<file path="src/rtl/ptx_pkg.sv">
package ptx_pkg;
   localparam int LANE_W = 8;

   typedef enum logic [1:0] {
      BUS_X8      = 2'b00,
      BUS_X16     = 2'b01,
      BUS_X32     = 2'b10,
      BUS_X32_ALT = 2'b11
   } bus_mode_e;
endpackage

</file>
<file path="src/rtl/ptx_phase_ctl.sv">
module ptx_phase_ctl #(
   parameter int LANES = 4
) (
   input  logic             clk,
   input  logic             rst_n,
   input  logic             load_i,
   input  logic             host_wr_i,
   input  logic [LANES-1:0] host_be_n_i,
   input  logic [LANES-1:0] loc_be_n_i,
   input  logic             rdy_n_i,
   output logic             attn_o,
   output logic             fwd_o,
   output logic             load_fire_o,
   output logic [LANES-1:0] pend_o,
   output logic [LANES-1:0] retire_o,
   output logic             done_o
);
   logic             attn_q, fwd_q, done_q;
   logic [LANES-1:0] pend_q, pend_d, retire;
   logic             load_fire, close_fire;

   assign load_fire  = load_i & ~attn_q;
   assign close_fire = attn_q & ~rdy_n_i;
   assign retire     = attn_q ? (pend_q & ~loc_be_n_i) : '0;

   always_comb begin
      pend_d = pend_q;
      if (load_fire)
         pend_d = ~host_be_n_i;
      else if (close_fire)
         pend_d = '0;
      else
         pend_d = pend_q & ~retire;
   end

   always_ff @(posedge clk or negedge rst_n) begin
      if (!rst_n) begin
         attn_q <= 1'b0;
         fwd_q  <= 1'b0;
         done_q <= 1'b0;
         pend_q <= '0;
      end else begin
         pend_q <= pend_d;
         done_q <= close_fire;
         if (load_fire) begin
            attn_q <= 1'b1;
            fwd_q  <= host_wr_i;
         end else if (close_fire) begin
            attn_q <= 1'b0;
         end
      end
   end

   assign attn_o      = attn_q;
   assign fwd_o       = fwd_q;
   assign load_fire_o = load_fire;
   assign pend_o      = pend_q;
   assign retire_o    = retire;
   assign done_o      = done_q;

   // opening a phase raises attention and copies the host enables
   assert_phase_open_R2: assert property (@(posedge clk) disable iff (!rst_n)
      (load_i && !attn_q) |=> (attn_q && (pend_q == ~$past(host_be_n_i))));

   // during an open phase no pending flag can reappear
   assert_no_new_pend_R4: assert property (@(posedge clk) disable iff (!rst_n)
      attn_q |=> ((pend_q & ~$past(pend_q)) == '0));

   // no pending byte survives outside a phase
   assert_idle_clear_R10: assert property (@(posedge clk) disable iff (!rst_n)
      !attn_q |-> (pend_q == '0));

   // ready closes the phase and pulses done
   assert_close_R10: assert property (@(posedge clk) disable iff (!rst_n)
      (attn_q && !rdy_n_i) |=> (!attn_q && done_o));

   // done lasts a single cycle
   assert_done_pulse_R10: assert property (@(posedge clk) disable iff (!rst_n)
      done_o |=> !done_o);
endmodule

</file>
<file path="src/rtl/ptx_wr_steer.sv">
module ptx_wr_steer #(
   parameter int LANES = 4
) (
   input  logic [1:0]                      mode_i,
   input  logic [LANES*ptx_pkg::LANE_W-1:0] wdata_i,
   output logic [LANES*ptx_pkg::LANE_W-1:0] lanes_o
);
   import ptx_pkg::*;

   for (genvar i = 0; i < LANES; i++) begin : g_lane
      localparam int PAIR_OFS = (i % 2) * LANE_W;
      always_comb begin
         case (bus_mode_e'(mode_i))
            BUS_X8:  lanes_o[i*LANE_W +: LANE_W] = wdata_i[LANE_W-1:0];
            BUS_X16: lanes_o[i*LANE_W +: LANE_W] = wdata_i[PAIR_OFS +: LANE_W];
            default: lanes_o[i*LANE_W +: LANE_W] = wdata_i[i*LANE_W +: LANE_W];
         endcase
      end
   end
endmodule

</file>
<file path="src/rtl/ptx_rd_steer.sv">
module ptx_rd_steer #(
   parameter int LANES = 4
) (
   input  logic [1:0]                      mode_i,
   input  logic [LANES-1:0]                be_n_i,
   input  logic [LANES*ptx_pkg::LANE_W-1:0] data_i,
   output logic [LANES*ptx_pkg::LANE_W-1:0] rdata_o
);
   import ptx_pkg::*;

   localparam int PAIRS = LANES / 2;

   logic [LANES*LANE_W-1:0] x8_out, x16_out, x32_out;

   always_comb begin
      logic found8;
      found8 = 1'b0;
      x8_out = '0;
      for (int i = 0; i < LANES; i++) begin
         if (!found8 && !be_n_i[i]) begin
            x8_out[LANE_W-1:0] = data_i[i*LANE_W +: LANE_W];
            found8 = 1'b1;
         end
      end
   end

   always_comb begin
      logic found16;
      found16 = 1'b0;
      x16_out = '0;
      for (int p = 0; p < PAIRS; p++) begin
         if (!found16 && (!be_n_i[2*p] || !be_n_i[2*p+1])) begin
            x16_out[LANE_W-1:0] =
               be_n_i[2*p]   ? '0 : data_i[(2*p)*LANE_W +: LANE_W];
            x16_out[2*LANE_W-1:LANE_W] =
               be_n_i[2*p+1] ? '0 : data_i[(2*p+1)*LANE_W +: LANE_W];
            found16 = 1'b1;
         end
      end
   end

   for (genvar i = 0; i < LANES; i++) begin : g_x32
      assign x32_out[i*LANE_W +: LANE_W] =
         be_n_i[i] ? '0 : data_i[i*LANE_W +: LANE_W];
   end

   always_comb begin
      case (bus_mode_e'(mode_i))
         BUS_X8:  rdata_o = x8_out;
         BUS_X16: rdata_o = x16_out;
         default: rdata_o = x32_out;
      endcase
   end
endmodule

</file>
<file path="src/rtl/ptx_lane_store.sv">
module ptx_lane_store #(
   parameter int LANES = 4
) (
   input  logic                            clk,
   input  logic                            rst_n,
   input  logic                            load_fire_i,
   input  logic                            host_wr_i,
   input  logic [LANES-1:0]                host_be_n_i,
   input  logic [LANES*ptx_pkg::LANE_W-1:0] host_wdata_i,
   input  logic                            fwd_i,
   input  logic [LANES-1:0]                retire_i,
   input  logic [LANES*ptx_pkg::LANE_W-1:0] loc_lanes_i,
   output logic [LANES*ptx_pkg::LANE_W-1:0] data_o
);
   import ptx_pkg::*;

   for (genvar i = 0; i < LANES; i++) begin : g_lane
      logic [LANE_W-1:0] lane_q;
      logic              host_we, loc_we;

      assign host_we = load_fire_i & host_wr_i & ~host_be_n_i[i];
      assign loc_we  = retire_i[i] & ~fwd_i;

      always_ff @(posedge clk or negedge rst_n) begin
         if (!rst_n)
            lane_q <= '0;
         else if (host_we)
            lane_q <= host_wdata_i[i*LANE_W +: LANE_W];
         else if (loc_we)
            lane_q <= loc_lanes_i[i*LANE_W +: LANE_W];
      end

      assign data_o[i*LANE_W +: LANE_W] = lane_q;
   end
endmodule

</file>
<file path="src/rtl/ptx_hold_reg.sv">
module ptx_hold_reg #(
   parameter int LANES = 4,
   localparam int W    = LANES * ptx_pkg::LANE_W
) (
   input  logic             clk,
   input  logic             rst_n,
   input  logic             host_load,
   input  logic             host_wr,
   input  logic [LANES-1:0] host_be_n,
   input  logic [W-1:0]     host_wdata,
   output logic [W-1:0]     host_rdata,
   input  logic [1:0]       bus_mode,
   input  logic [LANES-1:0] loc_be_n,
   input  logic [W-1:0]     loc_wdata,
   output logic [W-1:0]     loc_rdata,
   input  logic             loc_rdy_n,
   output logic [LANES-1:0] lane_pend,
   output logic             attn,
   output logic             phase_done
);
   import ptx_pkg::*;

   if (LANES < 2 || (LANES % 2) != 0) begin : g_bad_lanes
      $error("ptx_hold_reg: LANES must be even and at least 2");
   end

   logic             fwd, load_fire;
   logic [LANES-1:0] retire;
   logic [W-1:0]     loc_lanes, reg_data;

   ptx_phase_ctl #(.LANES(LANES)) u_ctl (
      .clk         (clk),
      .rst_n       (rst_n),
      .load_i      (host_load),
      .host_wr_i   (host_wr),
      .host_be_n_i (host_be_n),
      .loc_be_n_i  (loc_be_n),
      .rdy_n_i     (loc_rdy_n),
      .attn_o      (attn),
      .fwd_o       (fwd),
      .load_fire_o (load_fire),
      .pend_o      (lane_pend),
      .retire_o    (retire),
      .done_o      (phase_done)
   );

   ptx_wr_steer #(.LANES(LANES)) u_wr (
      .mode_i  (bus_mode),
      .wdata_i (loc_wdata),
      .lanes_o (loc_lanes)
   );

   ptx_lane_store #(.LANES(LANES)) u_store (
      .clk          (clk),
      .rst_n        (rst_n),
      .load_fire_i  (load_fire),
      .host_wr_i    (host_wr),
      .host_be_n_i  (host_be_n),
      .host_wdata_i (host_wdata),
      .fwd_i        (fwd),
      .retire_i     (retire),
      .loc_lanes_i  (loc_lanes),
      .data_o       (reg_data)
   );

   ptx_rd_steer #(.LANES(LANES)) u_rd (
      .mode_i  (bus_mode),
      .be_n_i  (loc_be_n),
      .data_i  (reg_data),
      .rdata_o (loc_rdata)
   );

   assign host_rdata = reg_data;

   // during a host-write phase the local side cannot alter the register
   assert_fwd_stable_R5: assert property (@(posedge clk) disable iff (!rst_n)
      (attn && fwd) |=> $stable(host_rdata));

   // outside a phase only a host load may change the register
   assert_idle_stable_R11: assert property (@(posedge clk) disable iff (!rst_n)
      (!attn && !host_load) |=> $stable(host_rdata));

   // 8-bit mode leaves every bit above the low byte at zero
   assert_x8_upper_zero_R6: assert property (@(posedge clk) disable iff (!rst_n)
      (bus_mode == BUS_X8) |-> (loc_rdata[W-1:LANE_W] == '0));

   // 16-bit mode leaves every bit above the low half-word at zero
   assert_x16_upper_zero_R7: assert property (@(posedge clk) disable iff (!rst_n)
      (bus_mode == BUS_X16) |-> ((loc_rdata >> (2*LANE_W)) == '0));
endmodule

</file>
<file path="config.mk">
export PLATFORM = sky130hd
export DESIGN_NAME = ptx_hold_reg
export DESIGN_NICKNAME = d
export VERILOG_FILES = /design/src/rtl/ptx_pkg.sv /design/src/rtl/ptx_phase_ctl.sv /design/src/rtl/ptx_wr_steer.sv /design/src/rtl/ptx_rd_steer.sv /design/src/rtl/ptx_lane_store.sv /design/src/rtl/ptx_hold_reg.sv
export SDC_FILE = /design/constraint.sdc
export NUM_CORES = 1
export LEC_CHECK = 0
export BUFFER_PORTS_ARGS = -buffer_cell sky130_fd_sc_hd__buf_2
export CAP_MARGIN = 20
export CORE_MARGIN = 1.5
export CORE_UTILIZATION = 45
export DETAILED_ROUTE_END_ITERATION = 6
export GPL_TIMING_DRIVEN = 0
export PLACE_DENSITY = 0.77
export SYNTH_ARGS = -nofsm -noshare
export SYNTH_HDL_FRONTEND = slang
export SYNTH_SLANG_ARGS = --single-unit
</file>
<file path="constraint.sdc">
create_clock -name clk -period 1.7 [get_ports clk]
set_input_delay 0 -clock clk [delete_from_list [all_inputs] [get_ports clk]]
set_output_delay 0 -clock clk [all_outputs]
set_load 0.05 [all_outputs]
</file>
==> key figures, run 1 <==
Setup path
  – WP data required: 1.70 ns
  – Crit path DAT: 1.61 ns
  – Crit Path Category: reg -> out
  – Worst setup SP type: register
  – Worst Setup End Kind: primary output
  – R2R setup slack: 0.14 ns
  – Crit-path max FO: 3

CTS
  – Max clock buf depth: 2
  – # clock sinks: 39
  – CTS Root Buffer Type: clkbuf_8
  – CTS buffer count: 5
  – Setup bufs post-CTS: 0
  – Clock transition at path regs: approximately 0.07 ns
  – # H-tree levels: 2
  – TritonCTS clock tree: built
  – Clock Latency Late Sink: 0.30 ns

Logic synthesis
  – Cells after Synth: ~320
  – FF+latch count, synth: 39
  – Syn_area_per_cell: 8.519 sq um
  – Syn Std Cell Area: 2760 sq um
  – Syn_nets: 403
  – Register area share after synthesis: 35.36%
  – Post-synth EDFFs: 0
  – Ys flop type: dfrtp_1
  – Synth unique cells: 45
  – Post-synth ARST share: 100.0%
  – Synth warn: 0

Flow run
  – Max cap viols: 0

Detailed routing
  – Vias: 3,256
  – Avg WL per Cell: 17.40 microns
  – # DRC: 0
  – DRT iter0 DRCs: roughly 190
  – Remaining antenna violation count after routing: 0
  – 1st-pass router iterations: 5
  – Avg Vias per Cell: 5.556
  – Final wirelength: 10,200 microns

GRT
  – Vias in the first global route: 3,101
  – Grt ovf: 0
  – Largest net degree at the start of global routing: 40
  – First-pass GRT wire length: 15,130 microns
  – Antenna violations before repair: 0
  – Gr usage total: 30.66%

STA
  – Worst setup slack after layout: roughly 0.095 ns
  – Worst-Margin Slew: 0.9008 ns
  – RSZ-0062 raised after global routing: no
  – Highest clock rate: 622.9 MHz
  – Final worst path period share: 94.43%
  – Final Critical Period: approximately 1.6 ns
  – Max-slew violations: 0
  – Max Clock Skew: 0.006656 ns
  – Max_slew headroom: 39.95%
  – Final Hold Viols: 0
  – Finish-stage setup viols: 0

Final layout
  – Nets: a little under 600
  – Fillcell total: 505
  – Finished Layout Cells: 586
  – Footprint of the multi-input gates: 1622 sq um
  – Most common cell after layout, fill and taps aside: buf_2
  – Sequential Area: slightly below 1000 sq um
  – Antenna cells: 0
  – P&R area growth vs syn: 46.01%
  – Proportion of layout cells with a drive suffix above 1: 36.40%
  – Most frequent cells in the layout: 157 x buf_2, 39 x dfrtp_1, 36 x nand2_1, 36 x mux2i_1, 34 x dlygate4sd3_1

Status
  – Status: finished, final reports clean

Placement
  – Post-placement cell count: 544
  – Post-Place Setup Slack: about 0.11 ns
  – # port buffers: between 100 and 150
  – GP Congestion: around 0.90
  – Detail Placement HPWL: around 7600 microns

Floorplan
  – Die W: 81.32 microns
  – Die Y: 81.32 microns
  – Die ar.: 6612 sq um
  – Row count: 28
  – Core area: 5921 sq um
  – Io pins: 149
  – Starting Density: 46.62%

Pwr
  – Share of power burned in the clock network: 11.4%
  – Int Pwr: 2.411 mW
  – Sw frac: 56.18%
  – Max VDD drop: 977.7 uV
  – Comb pwr share: 58.6%
  – Sw power: slightly above 3 mW
  – Seq pwr share: a little under a third
  – Leakage power: 2.081 nW
  – Power per cell area: 1365 nW/um^2
  – Final Power: between 5 and 6 mW

Hold path
  – Hold crit path type: in -> reg
## cells in the mapped netlist (all sizes together) (2+ instances only)
cell	count	share of area [%]
a21o	7	1.9
a21oi	24	4.5
a22o	4	1.3
a22oi	9	2.4
a311o	2	0.73
a31oi	3	0.68
a32oi	2	0.63
and2	17	3.9
buf	20	4.5
clkbuf	3	0.41
dfrtp	39	35
inv	13	1.8
mux2i	36	13
nand2	38	5.5
nand2b	3	0.68
nand3	2	0.36
nand3b	2	0.54
nor2	25	3.9
nor2b	10	2.3
nor4bb	2	0.73
o21ai	34	6.2
o22a	5	1.6
o22ai	12	2.7
## layer usage
metal	share of wire, %	routed length [microns]	track usage, %	vias to the layer above
met2	47	4823	51.82	199
met5	0	0	0	-
met4	2.4	245	11.21	0
met3	10	1035	6.180	23
met1	40	4095	38.48	1505
li1	-	-	-	1529
## path summary, 6_finish.rpt
check	from	to	cells past startpoint
hold reg to reg	u_store.g_lane[0].lane_q[3]$_DFFE_PN0P_	u_store.g_lane[0].lane_q[3]$_DFFE_PN0P_	2
max in group asynchronous	rst_n	u_store.g_lane[3].lane_q[6]$_DFFE_PN0P_	2
setup reg to reg	u_ctl.attn_o$_DFFE_PN0P_	u_store.g_lane[0].lane_q[0]$_DFFE_PN0P_	5
hold / removal	loc_be_n[3]	u_ctl.pend_o[3]$_DFF_PN0_	3
setup / recovery	u_store.g_lane[1].lane_q[4]$_DFFE_PN0P_	loc_rdata[4]	5
min in group asynchronous	rst_n	u_store.g_lane[2].lane_q[1]$_DFFE_PN0P_	2
## through the flow
stage          util [%]  hold WS, ns  setup TNS (ns)  cell area [sq um]
2_1_floorplan         -      -0.2956       -0.008400               2773
4_1_cts           67.79      0.01749               0               4014
6_report          68.07      0.02552               0               4030
3_5_place_dp      60.67       0.1753               0               3592
3_3_place_gp      60.67       0.1652               0               3592
5_1_grt           68.07      0.02394               0               4030
## critical path, stage by stage, from the launching register on
cell and delay, ns:
dfrtp_1 0.40, nor2b_2 0.18, a22oi_1 0.14, nor3b_1 0.07, a311o_1 0.32, buf_4 0.20
## registers in the layout, summed over array words and instances (netlist names)
register,count
u_ctl.fwd_o,1
u_store.g_lane.lane_q,32
u_ctl.done_o,1
u_ctl.attn_o,1
u_ctl.pend_o,4
## area by class of cell
cell class / instances / area share [%]
inverter: 13 / 1.211
clock inverter: 1 / 0.1242
clock buffer: 7 / 1.894
sequential: 39 / 24.22
buffer: 23 / 3.415
tap: 75 / 2.328
multi-input combinational: 249 / 40.24
timing repair buffer: 179 / 26.58
## repair_timing
item / 4_1_cts / 5_1_grt
setup endpoints to repair: 0 / 10
resized for setup: 0 / 6
hold buffers: 34 / 0
hold endpoints to repair: 72 / 0
## power by group through the flow
| stage | Combinational, mW | Sequential (mW) | Clock [mW] |
|---|---|---|---|
| 6_report | 3.22 | 1.65 | 0.625 |
| 5_1_grt | 3.39 | 1.69 | 0.667 |
| 2_1_floorplan | 1.25 | 2.64 | 0 |
| 3_5_place_dp | 3.14 | 1.65 | 0 |
| 4_1_cts | 3.20 | 1.63 | 0.627 |
| 3_3_place_gp | 3.10 | 1.64 | 0 |
## logic make-up (layout without fill, tap and decap cells)
group / after synthesis / count (layout) / share of synthesized area, %
and+or+nand+nor: 108 / 108 / 21.31
AOI/OAI and AO/OA: 105 / 105 / 23.62
DFF: 39 / 39 / 35.36
muxes: 36 / 36 / 13.06
buffers and inverters: 36 / 223 / 6.663
(Power assumes the default switching activity.)
==> inputs of run 2 (changes only) <==
Settings changed: RECOVER_POWER from default to 50.
==> key figures, run 2 (same netlist as run 1, synthesis figures left out) <==
STA
  – RSZ-0062 raised after global routing: no
  – Final worst path period share: 94.49% (about the same)
  – Max_slew headroom: 33.47% (-6.5 points)
  – Final Hold Viols: 0 (unchanged)
  – Setup TNS: 0 ns (unchanged)
  – Worst setup slack after layout: 0.09371 ns (-0.0009281 ns)
  – Worst hold slack: 0.02440 ns (-0.001122 ns)
  – Max Clock Skew: 0.007284 ns (+0.0006277 ns)
  – Max-slew violations: 0 (unchanged)
  – Finish-stage setup viols: 0 (unchanged)
  – Highest clock rate: 622.6 MHz (about the same)
  – Final Critical Period: 1.606 ns (+0.0009281 ns)
  – Worst-Margin Slew: 0.9979 ns (+0.09715 ns)

Status
  – Status: finished, final reports clean

Final layout
  – Largest register FFs: 32 (unchanged)
  – Nets: 589 (unchanged)
  – P&R area growth vs syn: 44.47%
  – Proportion of layout cells with a drive suffix above 1: 29.75% (-6.7 points)
  – Final instance area: 3988 sq um (-1.1%)
  – Most common cell after layout, fill and taps aside: buf_2
  – Most frequent cells in the layout: 122 x buf_2, 39 x clkbuf_1, 39 x dfrtp_1
  – Fillcell total: 526 (+4.2%)
  – Most flop-heavy register: u_store.g_lane.lane_q
  – Antenna cells: 0 (unchanged)

GRT
  – Gr usage total: 30.66% (unchanged)
  – Vias in the first global route: 3,101 (unchanged)
  – Antenna violations before repair: 0 (unchanged)
  – Grt ovf: 0 (unchanged)
  – First-pass GRT wire length: 15,130 microns (unchanged)
  – Largest net degree at the start of global routing: 40 (unchanged)

Detailed routing
  – Remaining antenna violation count after routing: 0 (unchanged)
  – Avg WL per Cell: 17.39 microns (about the same)
  – DRT iter0 DRCs: 178 (-5.3%)
  – 1st-pass router iterations: 6 (+1)
  – # DRC: 0 (unchanged)
  – Final wirelength: 10,190 microns (about the same)
  – Avg Vias per Cell: 5.573 (+0.31%)
  – Vias: 3,266 (+0.31%)

Floorplan
  – Io pins: 149 (unchanged)
  – Die ar.: 6612 sq um (unchanged)
  – Row count: 28 (unchanged)
  – Starting Density: 46.62% (unchanged)
  – Die Y: 81.32 microns (unchanged)
  – Core area: 5921 sq um (unchanged)
  – Die W: 81.32 microns (unchanged)

CTS
  – CTS buffer count: 5 (unchanged)
  – Max clock buf depth: 2 (unchanged)
  – Clock transition at path regs: 0.07 ns (about the same)
  – TritonCTS clock tree: built
  – Setup bufs post-CTS: 0 (unchanged)
  – CTS Root Buffer Type: clkbuf_8
  – # clock sinks: 39 (unchanged)
  – Clock Latency Late Sink: 0.30 ns (about the same)
  – # H-tree levels: 2 (unchanged)

Flow run
  – Max cap viols: 0 (unchanged)

Setup path
  – Crit-path max FO: 3 (unchanged)
  – WP data required: 1.70 ns (about the same)
  – Crit Path Category: reg -> out
  – Worst Setup End Kind: primary output
  – R2R setup slack: 0.14 ns (about the same)
  – Crit path DAT: 1.61 ns (about the same)
  – Slowest cell on crit path: dfrtp_1
  – Critical-path cell list: nand2b_1 > a311o_1 > a31oi_2 > buf_2
  – Worst setup SP type: register
  – Critical Path Max Stage Delay: 0.38 ns (-0.02 ns)

Pwr
  – Max VDD drop: 931.9 uV (-4.7%)
  – Power per cell area: 1361 nW/um^2 (-0.27%)
  – Leakage power: 1.977 nW (-5.0%)

Placement
  – GP Congestion: 0.9014 (unchanged)
  – # port buffers: 145 (unchanged)
  – Detail Placement HPWL: 7644 microns (unchanged)
  – Placed cell area: 3592 sq um (unchanged)
  – Post-Place Setup Slack: 0.1077 ns (unchanged)

Hold path
  – Hold crit path type: in -> reg
## run 2: changes by cell type in the layout (fill, tap and decap cells not counted), sizes merged
cell    change
clkbuf     +35
buf        -35
## run 2: area by class of cell
cell class,instances,area (sq um),share of cell area [%]
Buffer,23,137.6,3.452
Clock buffer,7,76.32,1.914
Clock inverter,1,5.005,0.1255
Inverter,13,48.80,1.224
Multi-Input combinational cell,249,1622,40.67
Sequential cell,39,975.9,24.47
Tap cell,75,93.84,2.353
Timing Repair Buffer,179,1028,25.79
## run 2: layer usage
metal	share of wire [%]	track usage, %	vias up
met3	9.4	6.180	26
li1	-	-	1526
met2	47	51.82	198
met5	0	0	-
met4	2.5	11.21	0
met1	41	38.48	1516
## run 2: worst paths after layout
check                                                               end                               startpoint  cells after the start
worst max-delay path                                       loc_rdata[2]  u_store.g_lane[1].lane_q[2]$_DFFE_PN0P_                      4
worst min-delay path                          u_ctl.pend_o[3]$_DFF_PN0_                              loc_be_n[3]                      3
worst max register to register  u_store.g_lane[0].lane_q[0]$_DFFE_PN0P_                 u_ctl.attn_o$_DFFE_PN0P_                      5
worst min register to register  u_store.g_lane[0].lane_q[7]$_DFFE_PN0P_  u_store.g_lane[0].lane_q[7]$_DFFE_PN0P_                      2
max in group asynchronous       u_store.g_lane[3].lane_q[6]$_DFFE_PN0P_                                    rst_n                      2
min in group asynchronous       u_store.g_lane[2].lane_q[1]$_DFFE_PN0P_                                    rst_n                      2
## run 2: through the flow
step                      cells  util, %  power [mW]
final                       586    67.35       5.428
after CTS                   586    67.79       5.461
after global routing        586    67.35       5.678
after detailed placement    544    60.67       4.783
after floorplan             324        -       3.883
after global placement      544    60.67       4.738
## run 2: timing repair
action | in CTS | in global routing
gates resized for setup | 0 | 6
hold buffers | 34 | 0
endpoints found under the hold margin | 72 | 0
endpoints found under the setup margin | 0 | 10
## run 2: critical path: cells and delay by family (launching register included)
family / cells / cell delay (ns)
AND/OR/NAND/NOR: 1 / 0.10
buffers and inverters: 1 / 0.29
AO/OA/AOI/OAI: 2 / 0.54
flip-flops: 1 / 0.38
## run 2: report_power, final
group          internal (mW)  switching (mW)  total [mW]
Clock                  0.288           0.337       0.625
Combinational          0.793            2.35        3.14
Sequential              1.25           0.415        1.66
Total                   2.33            3.10        5.43
